<file path="src/rtl/hz_pkg.sv">
package hz_pkg;
    parameter int REG_W   = 5;
    parameter int NUM_SRC = 2;

    typedef logic [REG_W-1:0] reg_idx_t;

    typedef struct packed {
        logic valid;
        logic mem_read;
        logic reg_write;
        logic branch;
    } ctrl_t;

    localparam int CTRL_W = $bits(ctrl_t);

    typedef struct packed {
        ctrl_t    ctrl;
        reg_idx_t rd;
        reg_idx_t rs;
        reg_idx_t rt;
    } instr_t;

    localparam instr_t INSTR_NOP = '0;

    function automatic logic reg_is_live(reg_idx_t r);
        return r != '0;
    endfunction

    function automatic ctrl_t squash(ctrl_t c, logic kill);
        return kill ? ctrl_t'('0) : c;
    endfunction
endpackage

</file>
<file path="src/rtl/hz_detect.sv">
module hz_detect
    import hz_pkg::*;
(
    input  logic     clk,
    input  logic     rst,
    input  logic     ex_mem_read,
    input  reg_idx_t ex_rd,
    input  reg_idx_t src [NUM_SRC],
    input  logic     dec_branch,
    input  logic     dec_taken,
    output logic     stall,
    output logic     flush,
    output logic     pc_we,
    output logic     ifid_we
);
    logic [NUM_SRC-1:0] src_hit;

    // one comparator per decode source operand
    for (genvar i = 0; i < NUM_SRC; i++) begin : g_cmp
        assign src_hit[i] = (src[i] == ex_rd);
    end

    always_comb begin
        stall   = ex_mem_read && reg_is_live(ex_rd) && (|src_hit);
        flush   = dec_branch && dec_taken && !stall;
        pc_we   = !stall;
        ifid_we = !stall;
    end

    assert_zero_dest_R3: assert property (@(posedge clk) disable iff (rst)
        (ex_rd == '0) |-> !stall);

    assert_load_only_R1: assert property (@(posedge clk) disable iff (rst)
        !ex_mem_read |-> !stall);

    assert_flush_cause_R8: assert property (@(posedge clk) disable iff (rst)
        flush |-> (dec_branch && dec_taken));
endmodule

</file>
<file path="src/rtl/hz_ctrl_mux.sv">
module hz_ctrl_mux
    import hz_pkg::*;
(
    input  ctrl_t ctrl_in,
    input  logic  zero_sel,
    output ctrl_t ctrl_out
);
    always_comb ctrl_out = squash(ctrl_in, zero_sel);
endmodule

</file>
<file path="src/rtl/hz_pipe_regs.sv">
module hz_pipe_regs
    import hz_pkg::*;
#(
    parameter int PC_W    = 32,
    parameter int PC_STEP = 4
) (
    input  logic            clk,
    input  logic            rst,
    input  logic            pc_we,
    input  logic            ifid_we,
    input  logic            ifid_flush,
    input  instr_t          fetch_in,
    input  ctrl_t           idex_ctrl_d,
    output logic [PC_W-1:0] pc_q,
    output instr_t          ifid_q,
    output instr_t          idex_q
);
    localparam logic [PC_W-1:0] STEP = PC_W'(PC_STEP);

    always_ff @(posedge clk) begin
        if (rst) begin
            pc_q   <= '0;
            ifid_q <= INSTR_NOP;
            idex_q <= INSTR_NOP;
        end else begin
            if (pc_we)
                pc_q <= pc_q + STEP;
            if (ifid_we)
                ifid_q <= ifid_flush ? INSTR_NOP : fetch_in;
            idex_q.ctrl <= idex_ctrl_d;
            idex_q.rd   <= ifid_q.rd;
            idex_q.rs   <= ifid_q.rs;
            idex_q.rt   <= ifid_q.rt;
        end
    end

    assert_pc_hold_R4: assert property (@(posedge clk) disable iff (rst)
        !pc_we |=> (pc_q == $past(pc_q)));

    assert_ifid_hold_R4: assert property (@(posedge clk) disable iff (rst)
        !ifid_we |=> (ifid_q == $past(ifid_q)));
endmodule

</file>
<file path="src/rtl/hz_unit.sv">
module hz_unit
    import hz_pkg::*;
#(
    parameter int PC_W    = 32,
    parameter int PC_STEP = 4
) (
    input  logic            clk,
    input  logic            rst,
    input  logic            fetch_valid,
    input  logic            fetch_mem_read,
    input  logic            fetch_reg_write,
    input  logic            fetch_branch,
    input  logic [4:0]      fetch_rd,
    input  logic [4:0]      fetch_rs,
    input  logic [4:0]      fetch_rt,
    input  logic            dec_br_taken,
    output logic [PC_W-1:0] pc,
    output logic            pc_we,
    output logic            ifid_we,
    output logic            ctrl_zero,
    output logic            ifid_flush,
    output logic            dec_valid,
    output logic            dec_branch,
    output logic [4:0]      dec_rs,
    output logic [4:0]      dec_rt,
    output logic            ex_valid,
    output logic            ex_mem_read,
    output logic            ex_reg_write,
    output logic            ex_branch,
    output logic [4:0]      ex_rd
);
    instr_t   fetch_i;
    instr_t   ifid_q;
    instr_t   idex_q;
    ctrl_t    idex_ctrl_d;
    reg_idx_t dec_src [NUM_SRC];
    logic     stall;
    logic     flush;

    always_comb begin
        fetch_i.ctrl.valid     = fetch_valid;
        fetch_i.ctrl.mem_read  = fetch_mem_read;
        fetch_i.ctrl.reg_write = fetch_reg_write;
        fetch_i.ctrl.branch    = fetch_branch;
        fetch_i.rd             = fetch_rd;
        fetch_i.rs             = fetch_rs;
        fetch_i.rt             = fetch_rt;
    end

    assign dec_src[0] = ifid_q.rs;
    assign dec_src[1] = ifid_q.rt;

    hz_detect u_detect (
        .clk         (clk),
        .rst         (rst),
        .ex_mem_read (idex_q.ctrl.mem_read),
        .ex_rd       (idex_q.rd),
        .src         (dec_src),
        .dec_branch  (ifid_q.ctrl.branch),
        .dec_taken   (dec_br_taken),
        .stall       (stall),
        .flush       (flush),
        .pc_we       (pc_we),
        .ifid_we     (ifid_we)
    );

    hz_ctrl_mux u_mux (
        .ctrl_in  (ifid_q.ctrl),
        .zero_sel (stall),
        .ctrl_out (idex_ctrl_d)
    );

    hz_pipe_regs #(.PC_W(PC_W), .PC_STEP(PC_STEP)) u_regs (
        .clk         (clk),
        .rst         (rst),
        .pc_we       (pc_we),
        .ifid_we     (ifid_we),
        .ifid_flush  (flush),
        .fetch_in    (fetch_i),
        .idex_ctrl_d (idex_ctrl_d),
        .pc_q        (pc),
        .ifid_q      (ifid_q),
        .idex_q      (idex_q)
    );

    assign ctrl_zero    = stall;
    assign ifid_flush   = flush;
    assign dec_valid    = ifid_q.ctrl.valid;
    assign dec_branch   = ifid_q.ctrl.branch;
    assign dec_rs       = ifid_q.rs;
    assign dec_rt       = ifid_q.rt;
    assign ex_valid     = idex_q.ctrl.valid;
    assign ex_mem_read  = idex_q.ctrl.mem_read;
    assign ex_reg_write = idex_q.ctrl.reg_write;
    assign ex_branch    = idex_q.ctrl.branch;
    assign ex_rd        = idex_q.rd;

    assert_bubble_zero_R5: assert property (@(posedge clk) disable iff (rst)
        ctrl_zero |=> (!ex_valid && !ex_mem_read && !ex_reg_write && !ex_branch));

    assert_single_bubble_R6: assert property (@(posedge clk) disable iff (rst)
        ctrl_zero |=> !ctrl_zero);

    assert_pause_wins_R10: assert property (@(posedge clk) disable iff (rst)
        ctrl_zero |-> (!ifid_flush && !ifid_we));

    assert_flush_empties_R8: assert property (@(posedge clk) disable iff (rst)
        ifid_flush |=> (!dec_valid && (pc != $past(pc))));
endmodule

</file>
<file path="config.mk">
export PLATFORM = sky130hd
export DESIGN_NAME = hz_unit
export DESIGN_NICKNAME = d
export VERILOG_FILES = /design/src/rtl/hz_pkg.sv /design/src/rtl/hz_detect.sv /design/src/rtl/hz_ctrl_mux.sv /design/src/rtl/hz_pipe_regs.sv /design/src/rtl/hz_unit.sv
export SDC_FILE = /design/constraint.sdc
export NUM_CORES = 1
export LEC_CHECK = 0
export ABC_AREA = 1
export BUFFER_PORTS_ARGS = -buffer_cell sky130_fd_sc_hd__buf_2
export CAP_MARGIN = 10
export CORE_MARGIN = 2
export CORE_UTILIZATION = 30
export DETAILED_ROUTE_END_ITERATION = 16
export SYNTH_ARGS = -nofsm -noshare
export SYNTH_HDL_FRONTEND = slang
export SYNTH_SLANG_ARGS = --single-unit
</file>
<file path="constraint.sdc">
create_clock -name clk -period 1.5 [get_ports clk]
set_input_delay 0 -clock clk [delete_from_list [all_inputs] [get_ports clk]]
set_output_delay 0 -clock clk [all_outputs]
set_load 0.01 [all_outputs]
</file>
==> results.ini, run 1 <==
[critical_path]
critPathKind = reg -> out
r2r-end = u_regs.ifid_q[1]
crit_path_end_kind = output port
crit_path_start_kind = flip-flop
cp-endpoint = ifid_we
ff2ff_path_depth = 11
r2r-start = u_regs.idex_q[12]
r2r_slack_ns = 0.02
critical_path.max_fanout = 5
worstPathArrival_ns = 1.52
crit_start = u_regs.idex_q[12]
worstPathRequired_ns = 1.50

[final_layout]
diodes = 0
area_growth_pct = 42.4
final_cell_mix = nand2_1, nor2_1, buf_2, buf_4, dfxtp_1
drive_above_1_share = 0.306
mostFrequentLayoutCell = nand2_1
layout.nets = 671
fin_util = 0.442

[route]
wl_per_cell_um = 11.8
final_antenna_net_count = 0
post-route-drc-count = 0
vias_per_cell = 4.40
finalWirelength_um = 9340
vias = 3468
first_iter_violations = 128
dr.pass1.iters = 4

[logic_synthesis]
synth.distinct_cells = 18
synthTopCellsByArea = dfxtp_1, nand2_1, nor2_1, nand3_1, a21oi_1
synth_seq_cells = 58
ys.warnings.count = 0
synth_largest_area_cell = dfxtp_1
avgSynthCellArea_um2 = 6.16
ys_seq_area_frac = 0.361
synthCells = 522
synth_top_area_share = 0.361
syn_area_um2 = 3220

[timing]
drv_slew = 0
tns_ns = -0.0502
setup_ws_ns = -0.0175
timing.fmax_mhz = 659
setup_viol = 3
hold_violations = 0
rsz0062_at_grt = true
fin_worst_skew_ns = 0.0123
min_period_ns = 1.52
fin_crit_sh = 1.01

[place]
place_hpwl_um = 6670
io_buffers = 76
gp_congestion = 0.867

[floorplanning]
ioPinCount = 79
core.rowCount = 37
coreArea_um2 = 10400
initial_core_util = 0.310
die_w_um = 108
die-area_um2 = 11600
die_height_um = 108

[run_status]
outcome = finished with violations
violations = negative setup slack

[pwr]
max-vdd-ir-drop_v = 0.000439
fin_total_pwr_mw = 3.55
power_density_nw_per_um2 = 774
leakagePower_nw = 2.18

[clock_network]
clk_latency_ns = 0.35
htree_levels = 3
cts_root_buf = clkbuf_8
cts_buffers = 9
clkTransAtPathRegs_ns = 0.08
tritoncts = done
clock-sinks = 58
clockBufferDepth = 2

[global_routing]
antenna_found_initial = 0
grt_max_degree = 34
grt_pass1_wl_um = 15500
track_usage = 0.169
overflow = 0
grt_pass1_vias = 3306

[flow_run]
cap_viol_max_count = 0

[hold_path]
worstHoldStart = rst
min_path_type = in -> reg

[metal layers]
metal  wire length [um]  GRT usage  up-vias
met5                  0          0        -
met4                 93     0.0458        0
met3                493     0.0387        9
met2               4320      0.283       82
met1               4430      0.219     1521
li1                   -          -     1856
[cell usage after synthesis]
library cell	instances
nand2_1	200
a21oi_1	28
inv_1	35
conb_1	1
o21ai_0	9
clkinv_1	2
buf_2	6
nand3_1	34
buf_6	2
inv_2	3
buf_4	15
xor2_1	9
clkbuf_1	9
dfxtp_1	58
ha_1	1
xnor2_1	8
nand3b_1	14
nor2_1	88
[power by group]
group | leakage (nW) | switching [mW] | internal (mW)
registers | 0.484 | 0.0552 | 1.60
logic | 1.61 | 0.303 | 0.269
clock network | 0.0858 | 0.710 | 0.608
total | 2.18 | 1.07 | 2.48
[critical path, cell delays in order, from the launching register on]
cell	delay (ns)
dfxtp_2	0.37
inv_1	0.06
nand2_1	0.05
nand2_1	0.04
nor2_1	0.10
nand3_1	0.10
nand2_2	0.10
nand2_4	0.09
buf_12	0.15
buf_6	0.11
[cell type report]
class | count | area [um^2]
Timing Repair Buffer | 146 | 1050
Clock inverter | 7 | 55.1
Inverter | 40 | 155
Sequential cell | 58 | 1200
Tap cell | 136 | 170
Multi-Input combinational cell | 393 | 1820
Clock buffer | 9 | 124
Fill cell | 1091 | 5790
[logic make-up (layout without fill, tap and decap cells)]
family,Yosys count,count (layout),share of synthesized area
compound gates,37,37,0.0576
xor+xnor,17,17,0.0463
fa+ha+maj,1,1,0.00389
buf+inv,72,202,0.109
flops,58,58,0.361
other cells,1,2,0.00117
simple gates,336,336,0.422
[metrics by stage]
| stage | setup WS, ns | instances | hold WS, ns | instance area [um^2] |
|---|---|---|---|---|
| after CTS | -0.0375 | 788 | 0.0510 | 4420 |
| after floorplan | 0.0190 | 523 | 0.162 | 3220 |
| after global routing | -0.0917 | 789 | 0.105 | 4580 |
| final | -0.0175 | 789 | 0.0607 | 4580 |
| after global placement | -0.0236 | 747 | 0.269 | 3920 |
| after detailed placement | -0.0550 | 747 | 0.278 | 3920 |
[how the worst min path moves through the flow]
stage | to | slack [ns] | cells after the start
4_1_cts | u_regs.idex_q[17] | 0.05 | 4
2_1_floorplan | u_regs.ifid_q[10] | 0.16 | 2
3_3_place_gp | u_regs.ifid_q[13] | 0.27 | 3
5_1_grt | u_regs.idex_q[17] | 0.11 | 4
6_report | u_regs.idex_q[17] | 0.06 | 4
3_5_place_dp | u_regs.ifid_q[14] | 0.28 | 3
[what timing repair did]
item / CTS / global route
pin swaps: 5 / 10
buffers inserted: 5 / 1
cloned: 1 / 0
gates resized for setup: 21 / 58
setup endpoints to repair: 28 / 56
hold buffers: 19 / 0
endpoints found under the hold margin: 19 / 0
[registers in the layout, summed over array words and instances, names as in the netlist]
| signal | cells |
|---|---|
| u_regs.idex_q | 9 |
| u_regs.ifid_q | 19 |
| u_regs.pc_q | 30 |
Note: power is estimated with default switching activity, not from simulation.
==> inputs of run 2 (changes only) <==
--- a/config.mk
+++ b/config.mk
@@ -11,6 +11,7 @@
 export CORE_MARGIN = 2
 export CORE_UTILIZATION = 30
 export DETAILED_ROUTE_END_ITERATION = 16
+export PLACE_DENSITY_LB_ADDON = 0.3
 export SYNTH_ARGS = -nofsm -noshare
 export SYNTH_HDL_FRONTEND = slang
 export SYNTH_SLANG_ARGS = --single-unit
==> results.ini, run 2 (synthesized netlist as in run 1, its figures left out) <==
[hold_path]
min_path_type = in -> reg  ; unchanged
hold_depth = 4  ; unchanged

[global_routing]
gr-usage-met1 = 0.225  ; was 0.219
use_met3 = 0.0406  ; was 0.0387
use_met2 = 0.282  ; was 0.283
antenna_found_initial = 0  ; unchanged
grt.busiest_layer = met2  ; unchanged
grt_max_degree = 34  ; unchanged
grt_pass1_wl_um = 15800  ; was 15500 um
grt_pass1_vias = 3329  ; was 3306
overflow = 0  ; unchanged
track_usage = 0.172  ; was 0.169

[clock_network]
tritoncts = done  ; unchanged
clockBufferDepth = 2  ; unchanged
clk_latency_ns = 0.35  ; about the same
clock-sinks = 58  ; unchanged
clkTransAtPathRegs_ns = 0.07  ; was 0.08 ns
htree_levels = 3  ; unchanged
cts_root_buf = clkbuf_8  ; unchanged
cts_buffers = 9  ; unchanged

[route]
vias = 3554  ; was 3468
wl_per_cell_um = 12.2  ; was 11.8 um
post-route-drc-count = 0  ; unchanged
vias_per_cell = 4.51  ; was 4.40
dr.pass1.iters = 6  ; was 4
final_antenna_net_count = 0  ; unchanged
finalWirelength_um = 9640  ; was 9340 um
first_iter_violations = 202  ; was 128

[final_layout]
largest-register = u_regs.pc_q  ; unchanged
mostFrequentLayoutCell = nand2_1  ; unchanged
finalNonFillerCells = 788  ; was 789
reg.largest.list = u_regs.pc_q x30, u_regs.ifid_q x19, u_regs.idex_q x9  ; unchanged
fin_util = 0.438  ; was 0.442
final_cell_mix = nand2_1, nor2_1, buf_2, buf_4, dfxtp_1  ; unchanged
layout.nets = 670  ; was 671
seq_area_um2 = 1200  ; about the same
largest_reg_flops = 30  ; unchanged
area_growth_pct = 41.3  ; was 42.4%
multi_input_area_um2 = 1780  ; was 1820 um^2
diodes = 0  ; unchanged
nFillCells = 1110  ; was 1091
drive_above_1_share = 0.296  ; was 0.306

[pwr]
max-vdd-ir-drop_v = 0.000377  ; was 0.000439 V
leakagePower_nw = 2.18  ; about the same
power_density_nw_per_um2 = 822  ; was 774 nW/um^2

[flow_run]
cap_viol_max_count = 0  ; unchanged

[run_status]
violations = negative setup slack  ; unchanged
outcome = finished with violations  ; unchanged

[timing]
rsz0062_at_grt = true  ; unchanged
fin_crit_sh = 1.04  ; was 1.01
drv_slew = 0  ; unchanged
setup_viol = 4  ; was 3
min_period_ns = 1.55  ; was 1.52 ns
hold_violations = 0  ; unchanged
tns_ns = -0.147  ; was -0.0502 ns
timing.fmax_mhz = 643  ; was 659 MHz
setup_ws_ns = -0.0545  ; was -0.0175 ns
fin_worst_skew_ns = 0.0126  ; was 0.0123 ns
whs_ns = 0.0208  ; was 0.0607 ns

[floorplanning]
coreArea_um2 = 10400  ; unchanged
core.rowCount = 37  ; unchanged
die_w_um = 108  ; unchanged
die_height_um = 108  ; unchanged
die-area_um2 = 11600  ; unchanged
initial_core_util = 0.310  ; unchanged
ioPinCount = 79  ; unchanged

[place]
io_buffers = 76  ; unchanged
placedCellCount = 745  ; was 747
place_hpwl_um = 6800  ; was 6670 um
post-place-ws_ns = -0.0464  ; was -0.0550 ns
gp_congestion = 0.887  ; was 0.867

[critical_path]
critPathKind = reg -> out  ; unchanged
critical_path.max_fanout = 7  ; was 5
ff2ff_path_depth = 10  ; was 11
crit_path_start_kind = flip-flop  ; unchanged
worstPathArrival_ns = 1.55  ; was 1.52 ns
worstPathRequired_ns = 1.50  ; about the same
cp_common_cell = nand2_1  ; unchanged
path_cells = inv_1, nand2_1, nand2_1, nor2_1, nand3_1, nand2_2, nand2_4, buf_12, buf_6  ; unchanged
crit_path_end_kind = output port  ; unchanged
slowest_stage = dfxtp_4  ; was dfxtp_2
max_stage_delay_ns = 0.38  ; was 0.37 ns

run 2: changes by cell type in the layout (fill, tap and decap cells not counted), sizes merged:
cell / delta
bufinv: +1
inv: +1
clkinv: -1
clkinvlp: -1
clkbuf: +1
buf: -2
run 2: layout make-up:
cell class	count	area share
tap	136	0.0374
sequential	58	0.265
timing repair buffer	145	0.227
clock inverter	7	0.0171
inverter	40	0.0352
multi-input combinational	393	0.392
clock buffer	9	0.0273
run 2: final timing paths:
check	slack (ns)	start	end
max	-0.05	u_regs.ifid_q[8]	ifid_we
min reg2reg	0.41	u_regs.ifid_q[11]	u_regs.idex_q[11]
min	0.02	dec_br_taken	u_regs.ifid_q[10]
max reg2reg	0	u_regs.ifid_q[8]	u_regs.pc_q[17]
run 2: repair_timing:
item                                    CTS  global route
pin swaps                                 8             8
endpoints found under the hold margin    19             0
hold buffers                             19             0
endpoints found under the setup margin   35            52
buffers inserted                          6             2
resized for setup                        27            41
gates cloned                              0             1
run 2: stage by stage:
stage	instance area [um^2]	power, mW
3_5_place_dp	3910	2.12
4_1_cts	4410	3.71
6_report	4540	3.73
2_1_floorplan	3220	1.97
5_1_grt	4540	3.93
3_3_place_gp	3910	2.11
run 2: per-layer routing:
layer	wire [um]	up-vias	part of all wire
met2	4450	85	0.46
met5	0	-	0
met1	4590	1599	0.48
met4	170	0	0.018
li1	-	1854	-
met3	437	16	0.045
run 2: critical path, delay by kind of cell (launching register included):
kind | cells | cell delay (ns)
buf+inv | 3 | 0.29
flops | 1 | 0.38
simple gates | 6 | 0.53
run 2: where the power goes:
group | internal [mW] | switching, mW
sequential | 1.60 | 0.0508
combinational | 0.276 | 0.308
clock | 0.780 | 0.720
total | 2.65 | 1.08
